<file path="src/rtl/gpio_bank_pkg.sv">
package gpio_bank_pkg;

  localparam int MAX_PINS   = 50;
  localparam int REG_W      = 16;
  localparam int ADDR_W     = 9;
  localparam int BIDIR_PINS = 32;
  localparam int PULL_PINS  = 15;

  localparam logic [ADDR_W-1:0] OFS_DIR_LO = 9'h000;
  localparam logic [ADDR_W-1:0] OFS_DIR_HI = 9'h002;
  localparam logic [ADDR_W-1:0] OFS_DAT_LO = 9'h004;
  localparam logic [ADDR_W-1:0] OFS_DAT_HI = 9'h006;
  localparam logic [ADDR_W-1:0] OFS_OUT_LO = 9'h01C;
  localparam logic [ADDR_W-1:0] OFS_OUT_HI = 9'h01E;
  localparam logic [ADDR_W-1:0] OFS_OE_SEP = 9'h020;
  localparam logic [ADDR_W-1:0] OFS_PL_EN  = 9'h1E0;
  localparam logic [ADDR_W-1:0] OFS_PL_UP  = 9'h1E2;

  typedef enum logic [1:0] {
    GV_W50_PULL = 2'd0,
    GV_W36      = 2'd1,
    GV_W48      = 2'd2
  } gpio_variant_e;

  function automatic int variant_pins(gpio_variant_e v);
    case (v)
      GV_W50_PULL: return 50;
      GV_W36:      return 36;
      default:     return 48;
    endcase
  endfunction

  function automatic bit variant_has_pull(gpio_variant_e v);
    return v == GV_W50_PULL;
  endfunction

  // bit i set when pin base+i exists in a bank of npins
  function automatic logic [REG_W-1:0] lane_mask(int base, int npins);
    logic [REG_W-1:0] m;
    m = '0;
    for (int i = 0; i < REG_W; i++) begin
      if (base + i < npins) m[i] = 1'b1;
    end
    return m;
  endfunction

  // upper output register: data in low byte, enables in high byte
  function automatic logic [REG_W-1:0] hi_out_mask(int npins);
    logic [REG_W-1:0] d;
    d = lane_mask(48, npins) & 16'h00FF;
    return d | (d << 8);
  endfunction

  // output pins return the drive value, input pins the synced pad
  function automatic logic [REG_W-1:0] merge_read(logic [REG_W-1:0] dat,
                                                  logic [REG_W-1:0] dir,
                                                  logic [REG_W-1:0] pad);
    return (dat & dir) | (pad & ~dir);
  endfunction

endpackage

</file>
<file path="src/rtl/gpio_pad_sync.sv">
module gpio_pad_sync #(
  parameter int W      = 32,
  parameter int STAGES = 2
) (
  input  logic         clk,
  input  logic         rst_n,
  input  logic [W-1:0] d,
  output logic [W-1:0] q
);
  logic [W-1:0] chain [STAGES];

  genvar s;
  generate
    for (s = 0; s < STAGES; s++) begin : g_stage
      always_ff @(posedge clk or negedge rst_n) begin
        if (!rst_n) chain[s] <= '0;
        else if (s == 0) chain[s] <= d;
        else chain[s] <= chain[(s == 0) ? 0 : s-1];
      end
    end
  endgenerate

  assign q = chain[STAGES-1];
endmodule

</file>
<file path="src/rtl/gpio_field_reg.sv">
module gpio_field_reg #(
  parameter int              W    = 16,
  parameter logic [W-1:0]    MASK = '1
) (
  input  logic         clk,
  input  logic         rst_n,
  input  logic         we,
  input  logic [W-1:0] d,
  output logic [W-1:0] q
);
  always_ff @(posedge clk or negedge rst_n) begin
    if (!rst_n)  q <= '0;
    else if (we) q <= d & MASK;
  end
endmodule

</file>
<file path="src/rtl/gpio_bidir_lane.sv">
module gpio_bidir_lane
  import gpio_bank_pkg::*;
#(
  parameter int BASE  = 0,
  parameter int NPINS = 50
) (
  input  logic             clk,
  input  logic             rst_n,
  input  logic             wr_dir,
  input  logic             wr_dat,
  input  logic [REG_W-1:0] wdata,
  input  logic [REG_W-1:0] pad_sync,
  output logic [REG_W-1:0] dir_q,
  output logic [REG_W-1:0] dat_q,
  output logic [REG_W-1:0] rd_dir,
  output logic [REG_W-1:0] rd_dat
);
  localparam logic [REG_W-1:0] MASK = lane_mask(BASE, NPINS);

  gpio_field_reg #(.W(REG_W), .MASK(MASK)) u_dir (
    .clk(clk), .rst_n(rst_n), .we(wr_dir), .d(wdata), .q(dir_q)
  );

  gpio_field_reg #(.W(REG_W), .MASK(MASK)) u_dat (
    .clk(clk), .rst_n(rst_n), .we(wr_dat), .d(wdata), .q(dat_q)
  );

  assign rd_dir = dir_q;
  assign rd_dat = merge_read(dat_q, dir_q, pad_sync) & MASK;
endmodule

</file>
<file path="src/rtl/gpio_out_bank.sv">
module gpio_out_bank
  import gpio_bank_pkg::*;
#(
  parameter int NPINS  = 50,
  parameter bit OE_SEP = 1'b0
) (
  input  logic             clk,
  input  logic             rst_n,
  input  logic             wr_lo,
  input  logic             wr_hi,
  input  logic             wr_oen,
  input  logic [REG_W-1:0] wdata,
  output logic [REG_W-1:0] lo_q,
  output logic [REG_W-1:0] hi_q,
  output logic [REG_W-1:0] oen_q,
  output logic [17:0]      drv_out,
  output logic [17:0]      drv_oe
);
  localparam logic [REG_W-1:0] LO_MASK = lane_mask(32, NPINS);
  localparam logic [REG_W-1:0] HI_MASK = hi_out_mask(NPINS);

  gpio_field_reg #(.W(REG_W), .MASK(LO_MASK)) u_lo (
    .clk(clk), .rst_n(rst_n), .we(wr_lo), .d(wdata), .q(lo_q)
  );

  gpio_field_reg #(.W(REG_W), .MASK(HI_MASK)) u_hi (
    .clk(clk), .rst_n(rst_n), .we(wr_hi), .d(wdata), .q(hi_q)
  );

  generate
    if (OE_SEP) begin : g_sep
      gpio_field_reg #(.W(REG_W), .MASK(LO_MASK)) u_oen (
        .clk(clk), .rst_n(rst_n), .we(wr_oen), .d(wdata), .q(oen_q)
      );
    end else begin : g_fixed
      assign oen_q = '0;
    end
  endgenerate

  assign drv_out = {hi_q[1:0], lo_q};
  assign drv_oe  = {hi_q[9:8], (OE_SEP ? oen_q : LO_MASK)};
endmodule

</file>
<file path="src/rtl/gpio_bank_top.sv">
module gpio_bank_top
  import gpio_bank_pkg::*;
#(
  parameter gpio_variant_e VARIANT     = GV_W50_PULL,
  parameter bit            OE_SEP      = 1'b0,
  parameter int            SYNC_STAGES = 2
) (
  input  logic                 clk,
  input  logic                 rst_n,
  input  logic                 wr_en,
  input  logic [ADDR_W-1:0]    addr,
  input  logic [REG_W-1:0]     wdata,
  output logic [REG_W-1:0]     rdata,
  input  logic [BIDIR_PINS-1:0] pad_in,
  output logic [MAX_PINS-1:0]  pad_out,
  output logic [MAX_PINS-1:0]  pad_oe,
  output logic [PULL_PINS-1:0] pull_en,
  output logic [PULL_PINS-1:0] pull_up
);
  localparam int NPINS    = variant_pins(VARIANT);
  localparam bit HAS_PULL = variant_has_pull(VARIANT);
  localparam logic [REG_W-1:0] PULL_MASK = 16'h7FFF;

  // address decode, brought out as named events
  logic sel_dir_lo, sel_dir_hi, sel_dat_lo, sel_dat_hi;
  logic sel_out_lo, sel_out_hi, sel_oen, sel_pen, sel_pup;
  logic addr_hit;
  logic wr_dir_lo, wr_dir_hi, wr_dat_lo, wr_dat_hi;
  logic wr_out_lo, wr_out_hi, wr_oen, wr_pen, wr_pup;

  assign sel_dir_lo = (addr == OFS_DIR_LO);
  assign sel_dir_hi = (addr == OFS_DIR_HI);
  assign sel_dat_lo = (addr == OFS_DAT_LO);
  assign sel_dat_hi = (addr == OFS_DAT_HI);
  assign sel_out_lo = (addr == OFS_OUT_LO);
  assign sel_out_hi = (addr == OFS_OUT_HI);
  assign sel_oen    = OE_SEP   && (addr == OFS_OE_SEP);
  assign sel_pen    = HAS_PULL && (addr == OFS_PL_EN);
  assign sel_pup    = HAS_PULL && (addr == OFS_PL_UP);

  assign addr_hit = sel_dir_lo | sel_dir_hi | sel_dat_lo | sel_dat_hi |
                    sel_out_lo | sel_out_hi | sel_oen | sel_pen | sel_pup;

  assign wr_dir_lo = wr_en & sel_dir_lo;
  assign wr_dir_hi = wr_en & sel_dir_hi;
  assign wr_dat_lo = wr_en & sel_dat_lo;
  assign wr_dat_hi = wr_en & sel_dat_hi;
  assign wr_out_lo = wr_en & sel_out_lo;
  assign wr_out_hi = wr_en & sel_out_hi;
  assign wr_oen    = wr_en & sel_oen;
  assign wr_pen    = wr_en & sel_pen;
  assign wr_pup    = wr_en & sel_pup;

  // pad input synchroniser
  logic [BIDIR_PINS-1:0] pad_sync;
  gpio_pad_sync #(.W(BIDIR_PINS), .STAGES(SYNC_STAGES)) u_sync (
    .clk(clk), .rst_n(rst_n), .d(pad_in), .q(pad_sync)
  );

  // bidirectional lanes
  logic [REG_W-1:0] lane_dir [2];
  logic [REG_W-1:0] lane_dat [2];
  logic [REG_W-1:0] lane_rdir [2];
  logic [REG_W-1:0] lane_rdat [2];
  logic             lane_wdir [2];
  logic             lane_wdat [2];

  assign lane_wdir[0] = wr_dir_lo;
  assign lane_wdir[1] = wr_dir_hi;
  assign lane_wdat[0] = wr_dat_lo;
  assign lane_wdat[1] = wr_dat_hi;

  genvar g;
  generate
    for (g = 0; g < 2; g++) begin : g_lane
      gpio_bidir_lane #(.BASE(g * REG_W), .NPINS(NPINS)) u_lane (
        .clk      (clk),
        .rst_n    (rst_n),
        .wr_dir   (lane_wdir[g]),
        .wr_dat   (lane_wdat[g]),
        .wdata    (wdata),
        .pad_sync (pad_sync[g*REG_W +: REG_W]),
        .dir_q    (lane_dir[g]),
        .dat_q    (lane_dat[g]),
        .rd_dir   (lane_rdir[g]),
        .rd_dat   (lane_rdat[g])
      );
      assign pad_out[g*REG_W +: REG_W] = lane_dat[g];
      assign pad_oe [g*REG_W +: REG_W] = lane_dir[g];
    end
  endgenerate

  // output-only pins
  logic [REG_W-1:0] out_lo_q, out_hi_q, oen_q;
  logic [17:0]      drv_out, drv_oe;

  gpio_out_bank #(.NPINS(NPINS), .OE_SEP(OE_SEP)) u_out (
    .clk     (clk),
    .rst_n   (rst_n),
    .wr_lo   (wr_out_lo),
    .wr_hi   (wr_out_hi),
    .wr_oen  (wr_oen),
    .wdata   (wdata),
    .lo_q    (out_lo_q),
    .hi_q    (out_hi_q),
    .oen_q   (oen_q),
    .drv_out (drv_out),
    .drv_oe  (drv_oe)
  );

  assign pad_out[MAX_PINS-1:BIDIR_PINS] = drv_out;
  assign pad_oe [MAX_PINS-1:BIDIR_PINS] = drv_oe;

  // pull control
  logic [REG_W-1:0] pen_q, pup_q;
  generate
    if (HAS_PULL) begin : g_pull
      gpio_field_reg #(.W(REG_W), .MASK(PULL_MASK)) u_pen (
        .clk(clk), .rst_n(rst_n), .we(wr_pen), .d(wdata), .q(pen_q)
      );
      gpio_field_reg #(.W(REG_W), .MASK(PULL_MASK)) u_pup (
        .clk(clk), .rst_n(rst_n), .we(wr_pup), .d(wdata), .q(pup_q)
      );
    end else begin : g_nopull
      assign pen_q = '0;
      assign pup_q = '0;
    end
  endgenerate

  assign pull_en = pen_q[PULL_PINS-1:0];
  assign pull_up = pup_q[PULL_PINS-1:0];

  // read mux
  always_comb begin
    rdata = '0;
    if (sel_dir_lo) rdata = rdata | lane_rdir[0];
    if (sel_dir_hi) rdata = rdata | lane_rdir[1];
    if (sel_dat_lo) rdata = rdata | lane_rdat[0];
    if (sel_dat_hi) rdata = rdata | lane_rdat[1];
    if (sel_out_lo) rdata = rdata | out_lo_q;
    if (sel_out_hi) rdata = rdata | out_hi_q;
    if (sel_oen)    rdata = rdata | oen_q;
    if (sel_pen)    rdata = rdata | pen_q;
    if (sel_pup)    rdata = rdata | pup_q;
  end
endmodule

</file>
<file path="config.mk">
export PLATFORM = sky130hd
export DESIGN_NAME = gpio_bank_top
export DESIGN_NICKNAME = d
export VERILOG_FILES = /design/src/rtl/gpio_bank_pkg.sv /design/src/rtl/gpio_pad_sync.sv /design/src/rtl/gpio_field_reg.sv /design/src/rtl/gpio_bidir_lane.sv /design/src/rtl/gpio_out_bank.sv /design/src/rtl/gpio_bank_top.sv
export SDC_FILE = /design/constraint.sdc
export NUM_CORES = 1
export LEC_CHECK = 0
export CAP_MARGIN = 20
export CORE_UTILIZATION = 45
export CTS_CLUSTER_SIZE = 25
export DETAILED_ROUTE_END_ITERATION = 7
export DONT_BUFFER_PORTS = 1
export GPL_TIMING_DRIVEN = 0
export PLACE_DENSITY = 0.69
export SLEW_MARGIN = 0
export SYNTH_ARGS = -nofsm -noshare
export SYNTH_HDL_FRONTEND = slang
export SYNTH_SLANG_ARGS = --single-unit
</file>
<file path="constraint.sdc">
create_clock -name clk -period 2.6 [get_ports clk]
set_input_delay 0.26 -clock clk [delete_from_list [all_inputs] [get_ports clk]]
set_output_delay 0.26 -clock clk [all_outputs]
set_load 0.01 [all_outputs]
</file>
=== Yosys cells after proc, flatten, opt, wreduce, memory -nomap -nowiden ===
Cells that the tools add are included.

* Register bits after elaboration: 178
* Bits of input ports: 60
* Output and inout port bits: 146
* Word-level logic and storage cells: 49

* Eq/ne operators: 7
* Multiplexer cells: 8
* Bitwise logic cells: 23
* Reduce and logical (&&, ||, !) cells: 1

{| class="wikitable"
|+ Operators by type and width
! kind !! count
|-
| 16-bit two-way mux || 8
|-
| 16-bit OR || 6
|-
| 16-bit AND || 4
|-
| 16-bit NOT || 2
|-
| 16-bit by 15-bit OR with 16-bit output || 2
|-
| 9-bit by 3-bit == test with 1-bit output (second input constant) || 2
|-
| 9-bit by 5-bit == test with 1-bit output (second input constant) || 2
|-
| 9-bit == test (second input constant) || 2
|-
| 16-bit by 10-bit OR with 16-bit output || 1
|-
| 9-bit by 2-bit == test with 1-bit output (second input constant) || 1
|-
| 9-bit zero test || 1
|-
| 1-bit AND || 8
|}

=== Depth between registers and ports, before layout ===
* Word-level depth: 16
* Gate-level depth with buffers: 7
* Mapped depth without buffers: 4

=== Modules after synthesis ===
A second synthesis with hierarchy kept.

* Cell total of the unflattened synthesis: 636
* Area, all modules: 8922.3 um2

{| class="wikitable"
|+ By module, submodules not included
! module !! instances !! cells each !! area an instance (um2) !! sequential area each (um2)
|-
| gpio_field_reg at g_lane[0].u_lane.u_dat ... || 5 || 34 || 649.4 || 400.4
|-
| gpio_pad_sync || 1 || 96 || 1841.8 || 1601.5
|-
| gpio_field_reg at g_pull.u_pen ... || 2 || 34 || 624.3 || 375.4
|-
| gpio_bank_top || 1 || 163 || 1227.4 || 0.0
|-
| gpio_bidir_lane || 2 || 32 || 360.3 || 0.0
|-
| gpio_out_bank || 1 || 54 || 397.9 || 0.0
|-
| gpio_field_reg at u_out.u_hi || 1 || 21 || 239.0 || 100.1
|}

=== Worst setup path before layout ===
Ideal clock, no wire load.

* Kind: input to register
* From: input addr[3]
* To: register g_pull.u_pen.q[10]
* Setup time: 0.125 ns
* Arrival: 2.098 ns
* Required time: 2.475 ns
* Path slack: 0.377 ns
* Stages: 6
* Buffers on the path: 2
* Cell sequence: or3_1 or4b_1 buf_4 nor3b_4 buf_6 mux2_2

* Longest elaborated chain between the ends: 2

{| class="wikitable"
|+ RTL lines
! element !! RTL line !! text
|-
| from (decl) || gpio_bank_top.sv:11 || <nowiki>input logic [ADDR_W-1:0] addr,</nowiki>
|-
| 9-bit == test || gpio_bank_top.sv:38 || <nowiki>assign sel_pen = HAS_PULL && (addr == OFS_PL_EN);</nowiki>
|-
| 1-bit AND || gpio_bank_top.sv:51 || <nowiki>assign wr_pen = wr_en & sel_pen;</nowiki>
|-
| to (signal assigned) || gpio_field_reg.sv:13 || <nowiki>else if (we) q <= d & MASK;</nowiki>
|-
| to (decl) || gpio_field_reg.sv:9 || <nowiki>output logic [W-1:0] q</nowiki>
|}

Every way passes these cells.
A chain may end at the register's enable or synchronous reset.

=== Final worst setup path ===
* From: input addr[3]
* To: output rdata[8]

* Longest elaborated chain between the ends: 16
* Elaborated cells on any way between the ends: 23
* Classes of those cells: eq/ne: 7; mux: 8; bitwise: 7; reduce/logical: 1

{| class="wikitable"
|+ RTL lines
! element !! RTL line !! text
|-
| 9-bit zero test || gpio_bank_top.sv:31 || <nowiki>assign sel_dir_lo = (addr == OFS_DIR_LO);</nowiki>
|-
| 16-bit two-way mux || gpio_bank_top.sv:136 || <nowiki>if (sel_dir_lo) rdata = rdata | lane_rdir[0];</nowiki>
|-
| 16-bit OR || gpio_bank_top.sv:137 || <nowiki>if (sel_dir_hi) rdata = rdata | lane_rdir[1];</nowiki>
|-
| 16-bit two-way mux || gpio_bank_top.sv:137 ||
|-
| 16-bit OR || gpio_bank_top.sv:138 || <nowiki>if (sel_dat_lo) rdata = rdata | lane_rdat[0];</nowiki>
|-
| 16-bit two-way mux || gpio_bank_top.sv:138 ||
|-
| 16-bit OR || gpio_bank_top.sv:139 || <nowiki>if (sel_dat_hi) rdata = rdata | lane_rdat[1];</nowiki>
|-
| 16-bit two-way mux || gpio_bank_top.sv:139 ||
|-
| 16-bit OR || gpio_bank_top.sv:140 || <nowiki>if (sel_out_lo) rdata = rdata | out_lo_q;</nowiki>
|-
| 16-bit two-way mux || gpio_bank_top.sv:140 ||
|-
| 16-bit by 10-bit OR with 16-bit output || gpio_bank_top.sv:141 || <nowiki>if (sel_out_hi) rdata = rdata | out_hi_q;</nowiki>
|-
| 16-bit two-way mux || gpio_bank_top.sv:141 ||
|-
| 16-bit by 15-bit OR with 16-bit output || gpio_bank_top.sv:143 || <nowiki>if (sel_pen) rdata = rdata | pen_q;</nowiki>
|-
| 16-bit two-way mux || gpio_bank_top.sv:143 ||
|-
| 16-bit by 15-bit OR with 16-bit output || gpio_bank_top.sv:144 || <nowiki>if (sel_pup) rdata = rdata | pup_q;</nowiki>
|-
| 16-bit two-way mux * || gpio_bank_top.sv:144 ||
|-
| to (decl) || gpio_bank_top.sv:13 || <nowiki>output logic [REG_W-1:0] rdata,</nowiki>
|}

Mark *: on every way between the ends. The rest lies on a longest branch, timed or not.

==> flow_metrics.py <==
metrics = {
    "cells_and_area": {
        "area_delta_synth_final_pct": 19.6,
        "nFillCells": 1301,
        "layout_commonest_cell": "dfrtp_1",
        "fin_cells": 821,
        "final_nets": 653,
        "seq_area_mm2": 0.00445,
        "fin_util_pct": 55.0,
        "drive_gt1_share_pct": 32.6,
        "diodes": 0,
        "layout_common_cells": "dfrtp_1 (178), mux2_2 (126), dlygate4sd3_1 (48)",
        "multi_input_area_mm2": 0.00267,
    },
    "floorplanning": {
        "die_w_um": 129,
        "row_count": 46,
        "die_y_um": 129,
        "core_area_mm2": 0.0158,
        "die-area_mm2": 0.0167,
        "ios": 206,
        "start_util_pct": 46.0,
    },
    "run": {
        "drv_cap": 0,
    },
    "sta": {
        "layout_setup_ws_ps": 123,
        "hold_viol": 178,
        "rsz0062_at_grt": "false",
        "fmax_mhz": 404,
        "setup_violations": 0,
        "min_period_ps": 2480,
        "hold_ws_ps": -473,
        "tightest_slew_ps": 969,
        "maxSlewViolCount": 0,
        "slew_headroom_pct": 35.4,
        "clock-skew-final_ps": 5.14,
        "timing.final.crit_share_pct": 95.3,
    },
    "cts": {
        "cts_tree": "yes",
        "cts_max_level": 4,
        "clk_path_buf_depth": 2,
        "path_clk_slew_ps": 70,
        "numCtsBuffers": 17,
        "holdBufCountCts": 48,
        "cts_root_buf": "clkbuf_16",
        "cts_sinks": 178,
        "clk-insertion-delay-late_ps": 430,
    },
    "power_and_ir_drop": {
        "clkPwrFrac_pct": 43.1,
        "peakVddDrop_uv": 459,
        "switching_share_pct": 24.5,
        "cellLeakagePower_nw": 4.03,
        "p_switching_mw": 1.39,
        "seqPwrFrac_pct": 52.1,
        "intPower_mw": 4.28,
        "pwr_density_cell_mw_per_mm2": 652,
        "p_comb_share_pct": 4.8,
    },
    "worst_setup_path": {
        "r2r_slack_ps": 1720,
        "start_kind": "input port",
        "path_cells": "or3_1 -> or4b_1 -> buf_4 -> clkbuf_1 -> o221ai_1",
        "end_kind": "output pin",
        "r2r-end": "g_lane[1].u_lane.u_dir.q[13]",
        "slowest_delay_ps": 550,
        "critPathKind": "input port to output pin",
        "crit_required_ps": 2340,
        "path_max_fanout": 10,
        "cp.arrival_ps": 2220,
        "worstReg2RegStart": "g_lane[1].u_lane.u_dir.q[13]",
        "crit_buf_inv": 2,
        "crit_family": "simple AND/OR/NAND/NOR gates",
        "r2r_cells": 1,
        "cp_slowest_cell": "or4b_1",
    },
    "synthesis": {
        "synth_cell_type_count": 37,
        "synth_edf_count": 0,
        "synth_top_area_share_pct": 61.2,
        "synth_seq_cells": 178,
        "synth.top_cells.by_area": "dfrtp_1 (61%), mux2_2 (19%), mux2i_1 (5.8%)",
        "syn_avg_cell_area_um2": 14.4,
        "ys_seq_area_share_pct": 61.2,
        "synth_area_mm2": 0.00728,
        "ys_warn_count": 0,
        "synth_largest_area_cell": "dfrtp_1",
        "synth-main-ff-cell": "dfrtp_1",
        "synth_cells": 507,
        "async_reset_ff_share_pct": 100,
    },
    "grt": {
        "overflow": 0,
        "track_usage_pct": 24.8,
        "antenna_found_initial": 0,
        "grt_pass1_wl_um": 29300,
        "grt_pass1_vias": 4879,
        "grt_max_degree": 179,
    },
    "outcome": {
        "status": "finished with violations",
        "violations": "hold timing",
    },
    "place": {
        "hpwl_um": 13100,
        "dp.cells": 741,
        "gp_congestion": 0.822,
        "io_buffer_count": 0,
        "dp_slack_ps": -581,
    },
    "drt": {
        "wl_per_cell_um": 23.9,
        "via_count": 4606,
        "route.detailed.drc": 0,
        "avgViaCountPerCell": 5.61,
        "drtIter0Drc": 299,
        "ant_nets": 0,
        "drt_first_pass_iters": 5,
        "drt_wl_total_um": 19600,
    },
    "worst_hold_path": {
        "hold_class": "input port to async pin",
    },
}
==> sequential cells by signal, indices dropped and copies added, names as in the netlist <==
signal,count
g_pull.u_pup.q,15
g_pull.u_pen.q,15
g_lane.u_lane.u_dat.q,32
g_lane.u_lane.u_dir.q,32
u_out.u_lo.q,16
u_sync.q,32
u_out.u_hi.q,4
u_sync.chain,32
==> stage by stage <==
stage | power [mW] | TNS, ps | hold WS, ps | instance area, um^2
floorplan | 3.14 | 0 | -35.6 | 7340
global route | 5.87 | 0 | -494 | 8710
global placement | 3.19 | -18660 | -29.9 | 7610
finish | 5.68 | 0 | -473 | 8710
CTS | 5.72 | 0 | -493 | 8700
detailed placement | 3.20 | -19860 | -29.3 | 7620
==> power by group through the flow <==
stage | registers (mW) | logic, mW | clock network (mW)
after detailed placement | 3.01 | 0.190 | 0
after global placement | 3.01 | 0.184 | 0
final | 2.96 | 0.274 | 2.44
after floorplan | 2.98 | 0.153 | 0
after global routing | 2.97 | 0.297 | 2.60
after CTS | 2.96 | 0.271 | 2.49
==> synth_stat cells (5+ instances only) <==
cell and n:
clkbuf_1 14, o211ai_1 5, nor4_1 5, buf_4 18, nor3_1 5, or3_1 5, nand2_1 28, o2111ai_1 6
o22ai_1 7, dfrtp_1 178, mux2_2 126, mux2i_1 42, a21oi_1 12, nand3_1 6
==> worst max path at each step <==
| stage | start | to | slack, ps | cells past startpoint |
|---|---|---|---|---|
| 3_5_place_dp | addr[5] | g_lane[1].u_lane.u_dat.q[13] | -580 | 5 |
| 5_1_grt | addr[3] | rdata[8] | 10 | 5 |
| 4_1_cts | addr[5] | rdata[0] | 10 | 6 |
| 3_3_place_gp | addr[5] | g_lane[1].u_lane.u_dat.q[10] | -500 | 5 |
| 2_1_floorplan | addr[3] | g_pull.u_pen.q[10] | 380 | 6 |
| 6_report | addr[3] | rdata[8] | 120 | 5 |
==> cell families after synthesis <==
group	after synthesis	share of synthesized area [%]
compound gates	48	4.69
flops	178	61.2
simple gates	72	5.70
other cells	1	0.0515
mux	168	25.3
buf+inv	40	3.13
==> layer usage <==
layer / up-vias / GRT usage (%) / wire, um
li1: 1994 / - / -
met4: 0 / 9.34 / 357
met1: 2388 / 30.0 / 7900
met5: - / 0 / 0
met3: 27 / 9.21 / 1750
met2: 197 / 40.4 / 9640
==> repair_timing <==
| item | 4_1_cts | 5_1_grt |
|---|---|---|
| pin swaps | 1 | 0 |
| setup endpoints to repair | 31 | 14 |
| buffers inserted | 1 | 0 |
| resized for setup | 6 | 2 |
| hold endpoints to repair | 324 | 178 |
==> final cells by class <==
type / count / area share, %
Clock inverter: 14 / 1.67
Inverter: 1 / 0.0431
Tap cell: 216 / 3.10
Clock buffer: 17 / 4.88
Multi-Input combinational cell: 304 / 30.6
Timing Repair Buffer: 52 / 5.77
Buffer: 39 / 2.77
Sequential cell: 178 / 51.1
Note: power is estimated with default switching activity, not from simulation.
